[src/rtl/sysclk_pkg.sv]
package sysclk_pkg;

    typedef enum logic [2:0] {
        MD_DIV1   = 3'd0,
        MD_DIV2   = 3'd1,
        MD_DIV4   = 3'd2,
        MD_DIV8   = 3'd3,
        MD_DIV16  = 3'd4,
        MD_SLOW   = 3'd5,
        MD_LOWPWR = 3'd6
    } bclk_mode_e;

    typedef enum logic [1:0] {
        ST_RUN    = 2'd0,
        ST_HALT   = 2'd1,
        ST_RESUME = 2'd2
    } pwr_state_e;

    // Register bit positions used by the decode.
    localparam int unsigned C0_SRC_SUB = 7;
    localparam int unsigned C0_DIV8    = 6;
    localparam int unsigned C0_MAINOFF = 5;
    localparam int unsigned C0_SUBON   = 4;

    function automatic bclk_mode_e decode_mode(input logic [7:0] c0, input logic [7:0] c1);
        bclk_mode_e m;
        if (c0[C0_SRC_SUB]) begin
            if (!c0[C0_SUBON])        m = MD_DIV8;
            else if (c0[C0_MAINOFF])  m = MD_LOWPWR;
            else                      m = MD_SLOW;
        end else if (c0[C0_MAINOFF] || c0[C0_DIV8]) begin
            m = MD_DIV8;
        end else begin
            unique case (c1[7:6])
                2'b00:   m = MD_DIV1;
                2'b01:   m = MD_DIV2;
                2'b10:   m = MD_DIV4;
                default: m = MD_DIV16;
            endcase
        end
        return m;
    endfunction

    function automatic logic mode_is_sub(input bclk_mode_e m);
        return (m == MD_SLOW) || (m == MD_LOWPWR);
    endfunction

    // Terminal count (period minus one) of a main-clock mode.
    function automatic logic [4:0] mode_term(input bclk_mode_e m);
        logic [4:0] t;
        unique case (m)
            MD_DIV1:  t = 5'd0;
            MD_DIV2:  t = 5'd1;
            MD_DIV4:  t = 5'd3;
            MD_DIV16: t = 5'd15;
            default:  t = 5'd7;
        endcase
        return t;
    endfunction

endpackage

[src/rtl/sysclk_ctrl_regs.sv]
module sysclk_ctrl_regs #(
    parameter int unsigned        REG_W  = 8,
    parameter logic [REG_W-1:0]   C0_RST = 8'h48,
    parameter logic [REG_W-1:0]   C1_RST = 8'h00,
    parameter int unsigned        DIV8_BIT = 6
) (
    input  logic             clk,
    input  logic             rst_n,
    input  logic             wr_en,
    input  logic             wr_sel,
    input  logic [REG_W-1:0] wr_data,
    input  logic             stop_enter,
    input  logic             from_main,
    output logic [REG_W-1:0] c0_q,
    output logic [REG_W-1:0] c1_q
);

    logic [REG_W-1:0] c0_d;

    always_comb begin
        c0_d = c0_q;
        if (wr_en && !wr_sel) begin
            c0_d = wr_data;
        end
        if (stop_enter && from_main) begin
            c0_d[DIV8_BIT] = 1'b1;
        end
    end

    always_ff @(posedge clk or negedge rst_n) begin
        if (!rst_n) begin
            c0_q <= C0_RST;
        end else begin
            c0_q <= c0_d;
        end
    end

    always_ff @(posedge clk or negedge rst_n) begin
        if (!rst_n) begin
            c1_q <= C1_RST;
        end else if (wr_en && wr_sel) begin
            c1_q <= wr_data;
        end
    end

endmodule

[src/rtl/sysclk_sub_sync.sv]
module sysclk_sub_sync #(
    parameter int unsigned STAGES = 2
) (
    input  logic clk,
    input  logic rst_n,
    input  logic sub_raw,
    output logic rise_pulse
);

    logic [STAGES-1:0] chain;
    logic              last_q;

    always_ff @(posedge clk or negedge rst_n) begin
        if (!rst_n) begin
            chain[0] <= 1'b0;
        end else begin
            chain[0] <= sub_raw;
        end
    end

    for (genvar g = 1; g < STAGES; g++) begin : g_stage
        always_ff @(posedge clk or negedge rst_n) begin
            if (!rst_n) begin
                chain[g] <= 1'b0;
            end else begin
                chain[g] <= chain[g-1];
            end
        end
    end

    always_ff @(posedge clk or negedge rst_n) begin
        if (!rst_n) begin
            last_q <= 1'b0;
        end else begin
            last_q <= chain[STAGES-1];
        end
    end

    assign rise_pulse = chain[STAGES-1] && !last_q;

endmodule

[src/rtl/sysclk_ratio_div.sv]
module sysclk_ratio_div
    import sysclk_pkg::*;
#(
    parameter int unsigned CNT_W = 4
) (
    input  logic             clk,
    input  logic             rst_n,
    input  logic             run,
    input  bclk_mode_e       mode_in,
    input  logic             sub_pulse,
    output logic             bclk_en,
    output logic             lat_sub,
    output logic [CNT_W-1:0] lat_term
);

    localparam logic [CNT_W-1:0] RST_TERM = CNT_W'(7);

    logic [CNT_W-1:0] cnt_q;
    logic             boundary;
    logic [CNT_W-1:0] next_term;

    assign next_term = CNT_W'(mode_term(mode_in));
    assign boundary  = lat_sub ? sub_pulse : (cnt_q == lat_term);

    always_ff @(posedge clk or negedge rst_n) begin
        if (!rst_n) begin
            cnt_q    <= '0;
            lat_term <= RST_TERM;
            lat_sub  <= 1'b0;
        end else if (!run || boundary) begin
            cnt_q    <= '0;
            lat_term <= next_term;
            lat_sub  <= mode_is_sub(mode_in);
        end else if (!lat_sub) begin
            cnt_q    <= cnt_q + 1'b1;
        end
    end

    assign bclk_en = run && boundary;

endmodule

[src/rtl/sysclk_pwr_fsm.sv]
module sysclk_pwr_fsm
    import sysclk_pkg::*;
(
    input  logic       clk,
    input  logic       rst_n,
    input  logic       stop_req,
    input  logic       wake_in,
    output pwr_state_e state_q,
    output logic       stop_enter,
    output logic       osc_allow,
    output logic       div_run
);

    pwr_state_e state_d;

    always_ff @(posedge clk or negedge rst_n) begin
        if (!rst_n) begin
            state_q <= ST_RUN;
        end else begin
            state_q <= state_d;
        end
    end

    always_comb begin
        state_d = state_q;
        unique case (state_q)
            ST_RUN:    if (stop_req) state_d = ST_HALT;
            ST_HALT:   if (wake_in)  state_d = ST_RESUME;
            ST_RESUME: state_d = ST_RUN;
            default:   state_d = ST_RUN;
        endcase
    end

    always_comb begin
        stop_enter = 1'b0;
        osc_allow  = 1'b1;
        div_run    = 1'b0;
        unique case (state_q)
            ST_RUN: begin
                div_run    = 1'b1;
                stop_enter = stop_req;
            end
            ST_HALT:   osc_allow = 1'b0;
            ST_RESUME: osc_allow = 1'b1;
            default:   osc_allow = 1'b1;
        endcase
    end

endmodule

[src/rtl/sysclk_mode_ctrl.sv]
module sysclk_mode_ctrl
    import sysclk_pkg::*;
#(
    parameter int unsigned SYNC_STAGES = 2,
    parameter int unsigned CNT_W       = 4,
    parameter logic [7:0]  C0_RST      = 8'h48,
    parameter logic [7:0]  C1_RST      = 8'h00
) (
    input  logic       clk,
    input  logic       rst_n,
    input  logic       wr_en,
    input  logic       wr_sel,
    input  logic [7:0] wr_data,
    input  logic       sub_clk_in,
    input  logic       stop_req,
    input  logic       wake_in,
    output logic       bclk_en,
    output logic       main_osc_en,
    output logic       sub_osc_en,
    output logic [7:0] ctrl0_q,
    output logic [7:0] ctrl1_q
);

    pwr_state_e       st;
    logic             stop_enter;
    logic             osc_allow;
    logic             div_run;
    logic             sub_pulse;
    logic             lat_sub;
    logic [CNT_W-1:0] lat_term;
    bclk_mode_e       cur_mode;

    assign cur_mode = decode_mode(ctrl0_q, ctrl1_q);

    sysclk_pwr_fsm u_fsm (
        .clk        (clk),
        .rst_n      (rst_n),
        .stop_req   (stop_req),
        .wake_in    (wake_in),
        .state_q    (st),
        .stop_enter (stop_enter),
        .osc_allow  (osc_allow),
        .div_run    (div_run)
    );

    sysclk_ctrl_regs #(
        .REG_W    (8),
        .C0_RST   (C0_RST),
        .C1_RST   (C1_RST),
        .DIV8_BIT (C0_DIV8)
    ) u_regs (
        .clk        (clk),
        .rst_n      (rst_n),
        .wr_en      (wr_en),
        .wr_sel     (wr_sel),
        .wr_data    (wr_data),
        .stop_enter (stop_enter),
        .from_main  (!mode_is_sub(cur_mode)),
        .c0_q       (ctrl0_q),
        .c1_q       (ctrl1_q)
    );

    sysclk_sub_sync #(
        .STAGES (SYNC_STAGES)
    ) u_sync (
        .clk        (clk),
        .rst_n      (rst_n),
        .sub_raw    (sub_clk_in),
        .rise_pulse (sub_pulse)
    );

    sysclk_ratio_div #(
        .CNT_W (CNT_W)
    ) u_div (
        .clk       (clk),
        .rst_n     (rst_n),
        .run       (div_run),
        .mode_in   (cur_mode),
        .sub_pulse (sub_pulse),
        .bclk_en   (bclk_en),
        .lat_sub   (lat_sub),
        .lat_term  (lat_term)
    );

    assign main_osc_en = osc_allow && (cur_mode != MD_LOWPWR);
    assign sub_osc_en  = osc_allow && ctrl0_q[C0_SUBON];

endmodule

[config.mk]
export PLATFORM = sky130hd
export DESIGN_NAME = sysclk_mode_ctrl
export DESIGN_NICKNAME = d
export VERILOG_FILES = /design/src/rtl/sysclk_pkg.sv /design/src/rtl/sysclk_ctrl_regs.sv /design/src/rtl/sysclk_sub_sync.sv /design/src/rtl/sysclk_ratio_div.sv /design/src/rtl/sysclk_pwr_fsm.sv /design/src/rtl/sysclk_mode_ctrl.sv
export SDC_FILE = /design/constraint.sdc
export NUM_CORES = 1
export LEC_CHECK = 0
export ABC_CLOCK_PERIOD_IN_PS = 2700
export BUFFER_PORTS_ARGS = -buffer_cell sky130_fd_sc_hd__buf_2
export CORE_AREA = 2 2 64 66
export CTS_CLUSTER_SIZE = 24
export DETAILED_ROUTE_END_ITERATION = 10
export DIE_AREA = 0 0 66 68
export GPL_TIMING_DRIVEN = 1
export PLACE_DENSITY_LB_ADDON = 0.3
export SLEW_MARGIN = 5
export SYNTH_ARGS = -nofsm -noshare
export SYNTH_HDL_FRONTEND = slang
export SYNTH_SLANG_ARGS = --single-unit
[constraint.sdc]
create_clock -name clk -period 2.7 [get_ports clk]
set_input_delay 0.27 -clock clk [delete_from_list [all_inputs] [get_ports clk]]
set_output_delay 0.27 -clock clk [all_outputs]
set_load 0.005 [all_outputs]
==> impl_metrics.tcl <==
set metrics [dict create \
    holdBufCountCts 0 \
    max-slew-margin-rel 0.561 \
    syn_avg_cell_area_um2 13.5 \
    required_ps 2430 \
    grt_pass1_wl_um 3840 \
    grt_pass1_vias 933 \
    worstPathMaxFanout 2 \
    syn_to_final_growth_pct 24.2 \
    worstRegToRegCells 4 \
    num_io_pins 34 \
    leakage_nw 0.741 \
    crit_arrival_ps 1540 \
    start_kind "flop" \
    r2r_end "u_div.lat_term[3]" \
    post_cts_resized 0 \
    syn_area_um2 1280 \
    criticalPathCategory "reg -> out" \
    drc 0 \
    clock_latency_ps 280 \
    cts.sinks 30 \
    syn-instance-count 95 \
    post-cts-setup-buffer-count 0 \
    dieArea_um2 4490 \
    routed_wl_um 2240 \
    fmax_mhz 553 \
    antenna_cells 0 \
    setup_viol 0 \
    r2r_start "u_div.lat_term[2]" \
    placed_cell_area_um2 1500 \
    path_clk_slew_ps 60 \
    fp.dieW_um 66 \
    synthTopCellsByArea "dfrtp_1, mux2_2, dfstp_2" \
    status "complete, no violations" \
    power.density_nw_per_um2 799 \
    hpwl_um 1650 \
    tightest_slew_ps 658 \
    finClkSkew_ps 1.32 \
    setup_slack_ps 891 \
    synth.distinct_cells 26 \
    htreeDepth 2 \
    yosysTopAreaCell "dfrtp_1" \
    num_rows 23 \
    gp_congestion 0.726 \
    ant_nets 0 \
    cts_tree "done" \
    grt_remaining_overflow 0 \
    maxCapViolCount 0 \
    cts_max_path_buffers 2 \
    drt-vias-per-instance 4.43 \
    design_area_um2 1590 \
    core-area_um2 3860 \
    vdd_drop_max_v 0.000345 \
    total_power_mw 1.27 \
    reg2reg_setup_slack_ps 1180 \
    cts_root_buf "clkbuf_8" \
    cts-buffers-inserted 5 \
    synth_warnings 0 \
    endpoint "bclk_en" \
    layout.nets 149 \
    hold_class "in -> async" \
    grt_max_degree 31 \
    maxSlewViolCount 0 \
    die_h_um 68 \
    finalHoldViolCount 0 \
    routedWlPerCell_um 12.1 \
    rsz0062_at_grt "no" \
    crit_start "u_div.lat_term[2]" \
    min_period_over_period 0.670 \
    dr.pass1.iters 2 \
    min_period_ps 1810 \
    pre_cts_ws_ps 1170 \
    drt_iter0_drc 13 \
    synth.yosys.seq_area_share 0.591 \
    n_fill_cell 405 \
    syn_nets 111 \
    vias 816 \
    drive_above_1_share 0.485 \
    synth_seq_cells 30 \
    grt_use_total 0.118 \
    port_buffers 33 \
    setup-tns-final_ps 0 \
    synth_top_cell_area_share 0.488 \
    initial_core_util 0.332 \
    fin_util 0.413 \
    grt_antenna_before_repair 0 \
    endpoint_kind "output pin" \
]
==> power breakdown <==
| group | switching (mW) | internal (mW) |
|---|---|---|
| clock | 0.157 | 0.205 |
| combinational | 0.139 | 0.163 |
| sequential | 0.0715 | 0.536 |
| total | 0.368 | 0.905 |
==> cell usage in the layout, fill, tap and decap left out, drive strengths merged <==
cell type,synthesis,layout
buf,1,33
nand3b,1,1
ha,1,1
o21ai,1,1
nand4b,1,1
and2,4,4
mux2,18,18
a21boi,1,1
nand3,2,2
xor2,4,4
nand2,7,7
a211oi,1,1
clkbuf,1,7
nand2b,3,3
inv,1,1
nor3,2,2
nor2,4,4
dfrtp,25,25
a21oi,1,1
xnor2,3,3
a31oi,1,1
dfstp,5,5
clkinv,0,1
nor2b,4,4
mux2i,3,3
==> logic make-up (layout without fill, tap and decap cells) <==
family          count (synthesis)  in the layout  synth area share
compound gates                  5              5            0.0332
mux                            21             21             0.190
fa+ha+maj                       1              1           0.00976
simple gates                   28             28             0.118
buf+inv                         3             42           0.00976
flops                          30             30             0.591
xor+xnor                        7              7            0.0479
==> metal layers <==
layer / wire (µm) / up-vias / global-route usage
li1: - / 399 / -
met1: 929 / 387 / 0.124
met2: 1080 / 27 / 0.196
met3: 192 / 3 / 0.0691
met4: 30 / 0 / 0.0459
met5: 0 / - / 0
==> how the worst min path moves through the flow <==
stage	startpoint	to	cells past startpoint
after floorplan	rst_n	u_div.cnt_q[0]	0
after global placement	rst_n	u_div.cnt_q[3]	1
after detailed placement	rst_n	u_div.cnt_q[3]	1
after CTS	rst_n	u_regs.c1_q[0]	1
after global routing	rst_n	u_div.cnt_q[3]	1
final	rst_n	u_div.cnt_q[3]	1
==> worst max-delay path, stage by stage (launching register included) <==
cell and delay [ps]:
dfstp_2 530, xor2_1 70, nor3_2 260, nand2_1 90, a21boi_0 170, buf_2 140
==> state kept, by name (all words and copies together) (netlist names) <==
name	flops
u_sync.last_q	1
u_div.cnt_q	4
u_div.lat_sub	1
u_regs.c1_q	8
u_regs.c0_q	8
u_sync.chain	2
u_div.lat_term	4
u_fsm.state_q	2
==> final cells by class <==
class	count	area, µm²	area share
Inverter	1	3.75	0.00236
Clock inverter	1	5.00	0.00314
Timing Repair Buffer	33	165	0.104
Sequential cell	30	757	0.476
Tap cell	50	62.6	0.0393
Clock buffer	7	86.3	0.0542
Multi-Input combinational cell	62	512	0.322
==> per-stage QoR <==
step | hold slack [ps] | cells
floorplan | -25.6 | 95
global placement | 325 | 176
detailed placement | 343 | 176
CTS | 39.1 | 184
global route | 55.2 | 184
finish | 20.5 | 184
==> cell usage after synthesis <==
cell type	instances
a21oi_4	1
and2_1	4
buf_2	1
dfstp_2	5
ha_1	1
a31oi_1	1
nand3_1	2
clkbuf_1	1
mux2i_1	3
nor3_1	1
nand4b_1	1
mux2_4	3
xnor2_1	3
dfrtp_1	25
nor3_2	1
inv_1	1
a21boi_0	1
o21ai_0	1
nor2b_1	4
nor2_1	4
mux2_2	15
a211oi_1	1
nand2_1	7
nand2b_1	3
xor2_1	4
nand3b_1	1
Power figures use the tool's default switching activity.
